File: src/rtl/oc_pkg.sv
package oc_pkg;
  typedef enum logic [1:0] {
    OC_OFF  = 2'b00,
    OC_CMP  = 2'b01,
    OC_PWM  = 2'b10,
    OC_RSVD = 2'b11
  } oc_mode_e;
endpackage

File: src/rtl/oc_timebase.sv
module oc_timebase #(
  parameter int W = 8
) (
  input  logic         clk,
  input  logic         rst,
  input  logic         tick,
  input  logic         tmr_en,
  input  logic         sleep,
  input  logic         idle,
  input  logic         tmr_idle_stop,
  input  logic [W-1:0] period,
  input  logic         tflag_clr,
  output logic [W-1:0] cnt_q,
  output logic [W-1:0] cnt_nxt,
  output logic         step,
  output logic         wrap,
  output logic         tflag_q
);
  logic halted;

  always_comb begin
    halted  = sleep || !tmr_en || (idle && tmr_idle_stop);
    step    = tick && !halted;
    wrap    = step && (cnt_q == period);
    cnt_nxt = wrap ? '0 : cnt_q + 1'b1;
  end

  always_ff @(posedge clk) begin
    if (rst) begin
      cnt_q <= '0;
    end else if (step) begin
      cnt_q <= cnt_nxt;
    end
  end

  always_ff @(posedge clk) begin
    if (rst) begin
      tflag_q <= 1'b0;
    end else if (!sleep) begin
      if (wrap)           tflag_q <= 1'b1;
      else if (tflag_clr) tflag_q <= 1'b0;
    end
  end

  // the increment after count == period returns the count to zero
  p_wrap_zero_r1: assert property (@(posedge clk) disable iff (rst)
    (step && cnt_q == period) |=> (cnt_q == '0));

  // a rollover always leaves the timer flag set
  p_wrap_flag_r2: assert property (@(posedge clk) disable iff (rst)
    (step && cnt_q == period) |=> tflag_q);
endmodule

File: src/rtl/oc_duty_buf.sv
module oc_duty_buf #(
  parameter int W = 8
) (
  input  logic         clk,
  input  logic         rst,
  input  logic         sleep,
  input  logic         ch_run,
  input  logic         pwm_mode,
  input  logic         wrap,
  input  logic         wr_en,
  input  logic [W-1:0] wr_data,
  output logic [W-1:0] shadow_q,
  output logic [W-1:0] act_q
);
  logic load;

  always_comb begin
    load = ch_run && (pwm_mode ? wrap : 1'b1);
  end

  always_ff @(posedge clk) begin
    if (rst) begin
      shadow_q <= '0;
    end else if (!sleep && wr_en) begin
      shadow_q <= wr_data;
    end
  end

  always_ff @(posedge clk) begin
    if (rst) begin
      act_q <= '0;
    end else if (load) begin
      act_q <= shadow_q;
    end
  end

  // in PWM mode the active duty holds between period boundaries
  p_act_hold_r6: assert property (@(posedge clk) disable iff (rst)
    (pwm_mode && !(ch_run && wrap)) |=> $stable(act_q));

  // sleep freezes both duty registers
  p_duty_sleep_r9: assert property (@(posedge clk) disable iff (rst)
    sleep |=> ($stable(act_q) && $stable(shadow_q)));
endmodule

File: src/rtl/oc_wave.sv
module oc_wave
  import oc_pkg::*;
#(
  parameter int W = 8
) (
  input  logic         clk,
  input  logic         rst,
  input  logic         sleep,
  input  oc_mode_e     mode,
  input  logic         ch_run,
  input  logic         step,
  input  logic         wrap,
  input  logic [W-1:0] cnt_nxt,
  input  logic [W-1:0] act_q,
  input  logic [W-1:0] shadow_q,
  input  logic         cflag_clr,
  output logic         pin_q,
  output logic         cflag_q
);
  logic match;
  logic pin_d;

  always_comb begin
    match = ch_run && step && (cnt_nxt == act_q);
    pin_d = pin_q;
    unique case (mode)
      OC_PWM: begin
        if (ch_run && wrap) pin_d = (shadow_q != '0);
        else if (match)     pin_d = 1'b0;
      end
      OC_CMP: begin
        if (match) pin_d = 1'b1;
      end
      default: begin
        if (ch_run) pin_d = 1'b0;
      end
    endcase
  end

  always_ff @(posedge clk) begin
    if (rst) begin
      pin_q <= 1'b0;
    end else begin
      pin_q <= pin_d;
    end
  end

  always_ff @(posedge clk) begin
    if (rst) begin
      cflag_q <= 1'b0;
    end else if (!sleep) begin
      if (mode == OC_CMP && match) cflag_q <= 1'b1;
      else if (cflag_clr)          cflag_q <= 1'b0;
    end
  end

  // in PWM mode the pin can rise only at a period boundary
  p_rise_at_wrap_r3: assert property (@(posedge clk) disable iff (rst)
    (mode == OC_PWM && !(ch_run && wrap) && !pin_q) |=> !pin_q);

  // PWM mode never sets the compare flag
  p_no_cflag_pwm_r7: assert property (@(posedge clk) disable iff (rst)
    (mode == OC_PWM && !cflag_q) |=> !cflag_q);
endmodule

File: src/rtl/oc_pwm_channel.sv
module oc_pwm_channel
  import oc_pkg::*;
#(
  parameter int W = 8
) (
  input  logic         clk,
  input  logic         rst,
  input  logic         tick,
  input  logic         tmr_en,
  input  logic         tmr_idle_stop,
  input  logic         sleep,
  input  logic         idle,
  input  logic         ch_idle_stop,
  input  logic [1:0]   mode,
  input  logic [W-1:0] period,
  input  logic         duty_wr,
  input  logic [W-1:0] duty_wdata,
  input  logic         tmr_flag_clr,
  input  logic         cmp_flag_clr,
  input  logic         tmr_ie,
  input  logic         cmp_ie,
  output logic [W-1:0] tmr_count,
  output logic         pwm_out,
  output logic         tmr_flag,
  output logic         cmp_flag,
  output logic         tmr_irq,
  output logic         cmp_irq
);
  oc_mode_e     mode_e;
  logic         ch_run;
  logic         step;
  logic         wrap;
  logic [W-1:0] cnt_nxt;
  logic [W-1:0] shadow_q;
  logic [W-1:0] act_q;

  always_comb begin
    mode_e = oc_mode_e'(mode);
    ch_run = !sleep && !(idle && (ch_idle_stop || !tmr_en || tmr_idle_stop));
  end

  oc_timebase #(.W(W)) u_tb (
    .clk          (clk),
    .rst          (rst),
    .tick         (tick),
    .tmr_en       (tmr_en),
    .sleep        (sleep),
    .idle         (idle),
    .tmr_idle_stop(tmr_idle_stop),
    .period       (period),
    .tflag_clr    (tmr_flag_clr),
    .cnt_q        (tmr_count),
    .cnt_nxt      (cnt_nxt),
    .step         (step),
    .wrap         (wrap),
    .tflag_q      (tmr_flag)
  );

  oc_duty_buf #(.W(W)) u_duty (
    .clk     (clk),
    .rst     (rst),
    .sleep   (sleep),
    .ch_run  (ch_run),
    .pwm_mode(mode_e == OC_PWM),
    .wrap    (wrap),
    .wr_en   (duty_wr),
    .wr_data (duty_wdata),
    .shadow_q(shadow_q),
    .act_q   (act_q)
  );

  oc_wave #(.W(W)) u_wave (
    .clk      (clk),
    .rst      (rst),
    .sleep    (sleep),
    .mode     (mode_e),
    .ch_run   (ch_run),
    .step     (step),
    .wrap     (wrap),
    .cnt_nxt  (cnt_nxt),
    .act_q    (act_q),
    .shadow_q (shadow_q),
    .cflag_clr(cmp_flag_clr),
    .pin_q    (pwm_out),
    .cflag_q  (cmp_flag)
  );

  always_comb begin
    tmr_irq = tmr_flag && tmr_ie;
    cmp_irq = cmp_flag && cmp_ie;
  end

  // sleep freezes the counter, the pin and both flags
  p_sleep_freeze_r9: assert property (@(posedge clk) disable iff (rst)
    sleep |=> ($stable(tmr_count) && $stable(pwm_out) && $stable(tmr_flag) && $stable(cmp_flag)));

  // idle with the channel stopped holds the pin
  p_idle_hold_r10: assert property (@(posedge clk) disable iff (rst)
    (idle && ch_idle_stop) |=> $stable(pwm_out));
endmodule

File: config.mk
export PLATFORM = sky130hd
export DESIGN_NAME = oc_pwm_channel
export DESIGN_NICKNAME = d
export VERILOG_FILES = /design/src/rtl/oc_pkg.sv /design/src/rtl/oc_timebase.sv /design/src/rtl/oc_duty_buf.sv /design/src/rtl/oc_wave.sv /design/src/rtl/oc_pwm_channel.sv
export SDC_FILE = /design/constraint.sdc
export NUM_CORES = 1
export LEC_CHECK = 0
export ABC_AREA = 1
export CORE_MARGIN = 2
export CORE_UTILIZATION = 45
export DETAILED_ROUTE_END_ITERATION = 8
export GPL_ROUTABILITY_DRIVEN = 0
export PLACE_DENSITY = 0.74
export SLEW_MARGIN = 5
export SYNTH_ARGS = -nofsm -noshare
export SYNTH_HDL_FRONTEND = slang
export SYNTH_HIERARCHICAL = 1
export SYNTH_SLANG_ARGS = --single-unit
export TNS_END_PERCENT = 20
File: constraint.sdc
create_clock -name clk -period 4.4 [get_ports clk]
set_clock_uncertainty 0.05 [all_clocks]
set_input_delay 0.44 -clock clk [delete_from_list [all_inputs] [get_ports clk]]
set_output_delay 0.44 -clock clk [all_outputs]
set_load 0.02 [all_outputs]
==> results.yml, run 1 <==
status:
  status: "completed"
clocking:
  max-clock-path-buffers: 2
  htreeDepth: 1
  cts_tree: "built"
  cts_num_sinks: 27
  clock_latency_ps: 280
  clockRootBuffer: "clkbuf_8"
  hold_buffers: 0
  cts_resized: 0
  cts_buffers: 3
  clkTransAtPathRegs_ps: 100
  post_cts.repair.setup_buffers: 0
finish:
  layout_common_cells: "nor2_1 (57), inv_1 (50), nand2_1 (45), clkdlybuf4s50_1 (43), dfxtp_1 (27)"
  layout-drive-gt1-share: 0.0875
  num_antenna_cells: 0
  finalInstanceArea_um2: 2290
  register_area_um2: 541
  post-route-util: 0.611
  nets: 355
  multi_input_area_um2: 998
  syn_to_final_growth_pct: 27.4
  final_common_cell: "nor2_1"
  fillers: 374
sta:
  fin_tns_setup_ps: 0
  rsz0062_at_grt: "no"
  drv_slew: 0
  fmax_mhz: 416
  hold_viol_final: 0
  setup_violations: 0
  worst_pin_slew_ps: 630
  fin_crit_sh: 0.546
  relSlewSlack: 0.576
  fin_crit_ps: 2400
floorplanning:
  rows: 22
  start_util: 0.479
  coreArea_um2: 3740
  ios: 44
  chipWidth_um: 67.1
  dieArea_um2: 4510
  die_y_um: 67.1
global_route:
  antenna_found_initial: 0
  first_global_vias: 1464
  grt_pass1_wl_mm: 6.23
  gr-usage-all-layers: 0.178
  grt_max_degree: 20
  overflow: 0
logic_synthesis:
  synthArstFlopShare: 0
  netlist_instances: 277
  ys.warnings.count: 6
  synth-compound-area-share: 0.124
  ys_ff_latch: 27
  yosysSeqAreaShare: 0.301
  synth_fa_ha_area_frac: 0.0209
  synthTopCellsByArea: "dfxtp_1 (30%), nor2_1 (12%), inv_1 (10%)"
  syn_nets: 311
  synth_ff_type: "dfxtp_1"
  synthSimpleGateAreaFrac: 0.358
  post-synth-top-area-cell: "dfxtp_1"
  synth_edf_count: 0
  synth_top_family_by_area: "simple AND/OR/NAND/NOR gates"
  synth.distinct_cells: 26
  synth_top_area_frac: 0.301
  synthXorXnorAreaFrac: 0.0537
  netlist_area_um2: 1790
  muxShareOfSynthArea: 0
  syn-mean-instance-area_um2: 6.48
power:
  worst_ir_drop_vdd_v: 0.000209
  power.density_nw_per_um2: 241
  p_leak_nw: 1.05
route:
  num_vias: 1716
  dr.pass1.iters: 4
  drc: 0
  drt_iter0_markers: 103
  avgViaCountPerCell: 4.66
  wl_mm: 3.66
  avgRoutedWirePerCell_um: 9.94
  drtAntennaViolNets: 0
setup_path:
  cp_data_required_time_ps: 4530
  path_max_fanout: 16
  cpMostUsedCell: "nor2_1"
  crit_path_start: "sleep"
  r2r_start: "u_tb/cnt_q[0]"
  crit_path_end_kind: "register"
  arrival_ps: 2530
  crit_slowest_cell: "nor4_1"
  path_cells: "clkdlybuf4s50_1 > nor2_1 > nand3_2 > nor4_1 > inv_2 > nand2_4 > nand3_1 > nand2_1 > nor2_1"
  start_kind: "input pin"
  crit_type: "input pin to register"
  slowest_delay_ps: 660
hold_path:
  hold_start: "u_tb/tflag_q"
  hold_class: "register to register"
place:
  dpl_cell_area_um2: 2240
  io_buffers: 43
  dpl.hpwl_mm: 2.84
job:
  drv_cap: 0
==> report_power, final <==
| part | switching (W) | internal, W | total [W] |
|---|---|---|---|
| registers | 0.0000126 | 0.000258 | 0.000271 |
| clock network | 0.0000851 | 0.0000666 | 0.000152 |
| logic | 0.0000643 | 0.0000643 | 0.000129 |
==> metrics by stage <==
step / worst slack, ps / cells / power [W] / hold WS (ps)
floorplan: 2290 / 277 / 0.000358 / 416
global placement: 1810 / 364 / 0.000403 / 437
detailed placement: 1740 / 364 / 0.000405 / 441
CTS: 2040 / 368 / 0.000559 / 460
global route: 1770 / 368 / 0.000587 / 483
finish: 2000 / 368 / 0.000551 / 453
==> cells in the mapped netlist (5+ instances only) <==
master	n
nor2_1	57
inv_1	50
nand2_1	45
dfxtp_1	27
a21oi_1	19
o21ai_0	19
nand3_1	9
xnor2_1	8
nand3_2	7
nor2_2	6
buf_6	5
==> registers in the layout, summed over array words and instances, names as in the netlist <==
signal / flops
u_wave/cflag_q: 1
u_tb/cnt_q: 8
u_tb/tflag_q: 1
u_wave/pin_q: 1
u_duty/act_q: 8
u_duty/shadow_q: 8
==> final timing paths <==
kind	to	slack [ps]	cells after the start
worst max-delay path	u_duty/act_q[7]	2000	9
worst min-delay path	u_tb/tflag_q	450	2
worst max register to register	u_wave/pin_q	2130	16
worst min register to register	u_tb/tflag_q	450	2
==> critical path, delay by kind of cell <==
| family | cells | cell delay (ps) |
|---|---|---|
| and+or+nand+nor | 7 | 1470 |
| buffers and inverters | 2 | 590 |
==> logic make-up after synthesis <==
| kind of cell | Yosys count |
|---|---|
| xor gates and xnor gates | 11 |
| DFF | 27 |
| adders and majority gates | 3 |
| AOI/OAI and AO/OA | 42 |
| buffers and inverters | 58 |
| and+or+nand+nor | 136 |
==> final cells by class <==
cell class                 count  area share
sequential                    27       0.236
timing repair buffer          44       0.192
tap                           48      0.0263
clock buffer                   3      0.0181
multi-input combinational    192       0.437
clock inverter                 1     0.00383
inverter                      53      0.0870
==> metal layers <==
layer | global-route usage | vias up | share of wire | routed length [um]
met5 | 0 | - | 0 | 0
met4 | 0.0383 | 0 | 0.0049 | 18
met3 | 0.0367 | 2 | 0.044 | 160
met2 | 0.328 | 36 | 0.51 | 1860
met1 | 0.210 | 746 | 0.44 | 1620
li1 | - | 932 | - | -
No activity file was read; power rests on OpenSTA's default activity.
==> run 2: changes to the inputs <==
PLACE_DENSITY = 0.77   (was 0.74)
clock period = 2.11 ns   (was 4.4 ns; I/O delays follow)
==> run 2 against run 1 <==
  * Final cell count grew 4.6%
  * Core utilization grew 6.2 points
  * Design area increased by 10%
  * Sequential share of layout area is 1.9 points lower
  * Combinational power rose by 150%
  * Flip-flop and latch count unchanged
  * Non-clock buffer count increased by 17
  * Critical path depth increased by 4
  * Routed wire length grew 8.2%
  * Power is 120% higher
  * Register-to-register slack worse by 2100 ps
  * Clock power up 100%
==> results.yml, run 2 (synthesized netlist as in run 1, its figures left out) <==
sta:
  drv_slew: 0
  setup_violations: 0
  fin_crit_sh: 0.986
  fin_crit_ps: 2080
  worst_pin_slew_ps: 393
  fmax_mhz: 481
  hold_viol_final: 0
  fin_tns_setup_ps: 0
  rsz0062_at_grt: "yes"
  relSlewSlack: 0.738
setup_path:
  r2r_start: "u_tb/cnt_q[0]"
  rr_endpoint: "u_wave/pin_q"
  crit_path_end_kind: "register"
  start_kind: "register"
  path_max_fanout: 6
  crit_type: "register to register"
  r2r_setup_slack_ps: 30
  r2r_cells: 13
  cp_data_required_time_ps: 2280
  crit_path_start: "u_tb/cnt_q[0]"
  crit_end: "u_wave/pin_q"
  arrival_ps: 2250
floorplanning:
  rows: 22
  die_y_um: 67.1
  coreArea_um2: 3740
  start_util: 0.479
  chipWidth_um: 67.1
  ios: 44
  dieArea_um2: 4510
clocking:
  cts_tree: "built"
  clkTransAtPathRegs_ps: 100
  max-clock-path-buffers: 2
  cts_buffers: 3
  htreeDepth: 1
  clockRootBuffer: "clkbuf_8"
  cts_num_sinks: 27
  clock_latency_ps: 280
finish:
  final_cells: 385
  layout-drive-gt1-share: 0.202
  syn_to_final_growth_pct: 40.4
  final_common_cell: "nor2_1"
  layout_common_cells: "nor2_1 (52), inv_1 (50), clkdlybuf4s50_1 (43), nand2_1 (41), dfxtp_1 (21)"
  post-route-util: 0.673
  num_antenna_cells: 0
  fillers: 345
  largestRegisters: "u_duty/act_q (8), u_duty/shadow_q (8), u_tb/cnt_q (8)"
  nets: 372
route:
  avgViaCountPerCell: 4.75
  avgRoutedWirePerCell_um: 10.3
  drt_iter0_markers: 83
  drc: 0
  drtAntennaViolNets: 0
  dr.pass1.iters: 4
  num_vias: 1830
  wl_mm: 3.96
global_route:
  grt_pass1_wl_mm: 6.79
  antenna_found_initial: 0
  first_global_vias: 1687
  gr-usage-all-layers: 0.192
  grt_max_degree: 19
  overflow: 0
place:
  numPlacedInstances: 380
  io_buffers: 43
  dpl.hpwl_mm: 3.04
power:
  power.density_nw_per_um2: 473
  worst_ir_drop_vdd_v: 0.000359
  p_leak_nw: 1.16
job:
  drv_cap: 0
hold_path:
  hold_class: "register to register"
status:
  status: "completed"
run 2: cell types whose count changed in the layout (fill, tap and decap cells not counted), sizes merged:
cell,delta
buf,+17
run 2: worst min path at each step:
stage	startpoint	end	slack, ps	cells after the start
floorplan	rst	u_tb/tflag_q	230	1
global placement	u_duty/act_q[5]	u_duty/act_q[5]	430	2
detailed placement	u_wave/cflag_q	u_wave/cflag_q	440	2
CTS	u_wave/cflag_q	u_wave/cflag_q	450	2
global route	u_wave/cflag_q	u_wave/cflag_q	480	2
finish	u_wave/cflag_q	u_wave/cflag_q	450	2
run 2: what timing repair did:
| action | in CTS | in global routing |
|---|---|---|
| gates resized for setup | 0 | 26 |
| setup endpoints to repair | 0 | 3 |
| setup buffers | 0 | 1 |
| hold buffers | 0 | 0 |
run 2: layout make-up:
cell class	instances	area (um2)	share of cell area
Sequential cell	27	548	0.218
Multi-Input combinational cell	192	1100	0.435
Clock buffer	3	41.3	0.0164
Timing Repair Buffer	61	566	0.225
Tap cell	48	60.1	0.0238
Inverter	53	199	0.0790
Clock inverter	1	8.76	0.00348
run 2: worst max-delay path, stage by stage (launching register included):
cell,delay [ps]
dfxtp_2,350
buf_4,160
xnor2_2,160
nand2_2,100
buf_4,140
buf_4,120
nor4_2,260
buf_4,180
nand2_1,50
nor2_1,90
nand2_1,70
a21oi_2,150
a21oi_2,40
nor2_1,90
run 2: through the flow:
step | instance area, um2 | power, W | hold WS (ps) | setup WS [ps]
2_1_floorplan | 1800 | 0.000746 | 230 | 28.6
3_3_place_gp | 2360 | 0.000865 | 432 | -123
3_5_place_dp | 2360 | 0.000869 | 437 | -161
4_1_cts | 2410 | 0.00118 | 453 | 61.9
5_1_grt | 2520 | 0.00127 | 481 | -127
6_report | 2520 | 0.00119 | 452 | 30.6
run 2: layer usage:
layer,GRT usage,routed length [um]
met5,0,0
met1,0.227,1660
met2,0.347,2020
met4,0.0842,95
met3,0.0233,176
run 2: power by group:
group	internal [W]	leakage, nW	switching [W]
Sequential	0.000539	0.224	0.0000246
Clock	0.000139	0.0261	0.000172
Combinational	0.000163	0.905	0.000154
==> run 3: changes to the inputs <==
CELL_PAD_IN_SITES_DETAIL_PLACEMENT = 1   (was unset)
CELL_PAD_IN_SITES_GLOBAL_PLACEMENT = 2   (was unset)
CORE_UTILIZATION = 23   (was 45)
PLACE_DENSITY = unset   (was 0.77)
PLACE_DENSITY_LB_ADDON = 0.1   (was unset)
==> run 3 against run 2 <==
  * Flip-flop and latch count is the same
  * Routed wire length grew 36%
  * Register-to-register slack gained 40 ps
  * Global-route usage shrank 6.0 points
  * Combinational power grew 6.3%
  * Critical path depth grew 2
  * Maximum frequency grew 1.3%
  * Design area grew 7.7%
  * Count of clock-buffer cells in the layout is the same
  * Critical path type is now input pin to register
  * Largest cell class unchanged
==> results.yml, run 3 (synthesized netlist as in run 1, its figures left out) <==
setup_path:
  cp_data_required_time_ps: 2250
  path_max_fanout: 8
  r2r_setup_slack_ps: 70
  rr_endpoint: "u_wave/pin_q"
  crit_type: "input pin to register"
  arrival_ps: 2190
  r2r_cells: 14
  start_kind: "input pin"
  crit_path_end_kind: "register"
  r2r_start: "u_tb/cnt_q[4]"
floorplanning:
  dieArea_um2: 8520
  rows: 32
  die_y_um: 92.3
  start_util: 0.235
  chipWidth_um: 92.3
  coreArea_um2: 7650
  ios: 44
clocking:
  htreeDepth: 1
  clockRootBuffer: "clkbuf_8"
  cts_tree: "built"
  hold_buffers: 0
  clock_latency_ps: 280
  clkTransAtPathRegs_ps: 100
  cts_num_sinks: 27
  cts_buffers: 3
  max-clock-path-buffers: 2
finish:
  layout_common_cells: "nor2_1 (53), inv_1 (50), clkdlybuf4s50_1 (43), nand2_1 (38), buf_4 (25)"
  nets: 381
  largestRegisters: "u_duty/act_q (8), u_duty/shadow_q (8), u_tb/cnt_q (8)"
  finalInstanceArea_um2: 2710
  post-route-util: 0.355
  syn_to_final_growth_pct: 51.1
  fillers: 964
  num_antenna_cells: 0
  layout-drive-gt1-share: 0.234
  final_common_cell: "nor2_1"
place:
  io_buffers: 43
  dpl.hpwl_mm: 4.24
  pre_cts_ws_ps: -242
  dpl_cell_area_um2: 2480
status:
  status: "completed"
power:
  worst_ir_drop_vdd_v: 0.000256
  switching_share: 0.310
  p_int_w: 0.000850
  comb_power_share: 0.274
  pwr-share-seq: 0.459
  switchingPower_w: 0.000381
  power.density_nw_per_um2: 454
  p_leak_nw: 1.23
  clkPwrFrac: 0.267
sta:
  fin_crit_ps: 2050
  hold_slack_ps: 464
  setup_violations: 0
  fin_tns_setup_ps: 0
  rsz0062_at_grt: "yes"
  postLayoutSetupSlackWorst_ps: 58.2
  fin_crit_sh: 0.972
  relSlewSlack: 0.669
  hold_viol_final: 0
  worst_pin_slew_ps: 495
  fmax_mhz: 487
  drv_slew: 0
route:
  dr.max_layer_used: "met4"
  wl_met2_mm: 2.67
  wl_met3_um: 129
  drtAntennaViolNets: 0
  drt_iter0_markers: 18
  wl_met1_mm: 2.54
  dr.pass1.iters: 4
  drc: 0
  avgRoutedWirePerCell_um: 12.0
  wl_mm: 5.38
  avgViaCountPerCell: 4.14
  num_vias: 1856
hold_path:
  hold_start: "u_wave/cflag_q"
  min_path_cells: 2
  hold_class: "register to register"
  whs_endpoint: "u_wave/cflag_q"
global_route:
  gr-usage-all-layers: 0.132
  overflow: 0
  grt_pass1_wl_mm: 9.00
  antenna_found_initial: 0
  first_global_vias: 1898
  grt_max_degree: 19
job:
  drv_cap: 0
[run 3: cell count changes in the layout (fill, tap and decap cells not counted), moves of 2 or more]
cell | previous run | this run
buf_4 | 18 | 25
nand2_1 | 41 | 38
nand2_4 | 1 | 4
nor2_2 | 9 | 6
nor2_4 | 3 | 5
[run 3: what timing repair did]
| action | CTS | global route |
|---|---|---|
| setup endpoints to repair | 2 | 10 |
| cloned | 0 | 0 |
| pin swaps | 2 | 17 |
| setup buffers | 1 | 2 |
| gates resized for setup | 5 | 33 |
[run 3: worst max-delay path: stages]
cell and delay, ps:
clkdlybuf4s50_1 440, xnor2_2 230, nand2_2 110, nor2_4 130, nand2_4 70, nor2_8 200
nor2_2 60, nand2_1 60, nand2_1 50, nor2_1 100, nand2_1 70, nor2_2 140
nand3_2 110, a21oi_2 140, nor2_1 40
[run 3: stage by stage]
stage	std cells	power [W]
floorplan	277	0.000746
global placement	441	0.000885
detailed placement	441	0.000888
CTS	446	0.00124
global route	448	0.00133
finish	448	0.00123
[run 3: per-layer routing]
| layer | vias up | track usage |
|---|---|---|
| met5 | - | 0 |
| met4 | 0 | 0.0373 |
| met3 | 2 | 0.0155 |
| met2 | 25 | 0.235 |
| met1 | 843 | 0.167 |
| li1 | 986 | - |
[run 3: layout make-up]
cell class,count,area [um2],share of cell area
multi-input cells,192,1140,0.420
repair buffers,70,644,0.238
flip-flops and latches,27,551,0.203
inverters,53,199,0.0734
well taps,102,128,0.0471
clock buffers,3,41.3,0.0152
clock inverters,1,8.76,0.00323
[run 3: power groups by stage]
stage          Clock (W)  Sequential [W]  Combinational, W
5_1_grt         0.000387        0.000571          0.000376
4_1_cts         0.000359        0.000564          0.000314
3_5_place_dp           0        0.000576          0.000312
3_3_place_gp           0        0.000576          0.000309
6_report        0.000329        0.000566          0.000337
2_1_floorplan          0        0.000581          0.000165
[run 3: worst max path at each step]
stage,end,cells past startpoint,start,slack (ps)
after floorplan,u_wave/pin_q,16,u_tb/cnt_q[1],30
final,u_wave/pin_q,15,period[3],60
after global routing,u_wave/pin_q,14,u_tb/cnt_q[4],-110
after detailed placement,u_wave/pin_q,12,tmr_en,-240
after CTS,u_wave/pin_q,16,u_tb/cnt_q[1],10
after global placement,u_wave/pin_q,12,tmr_en,-320
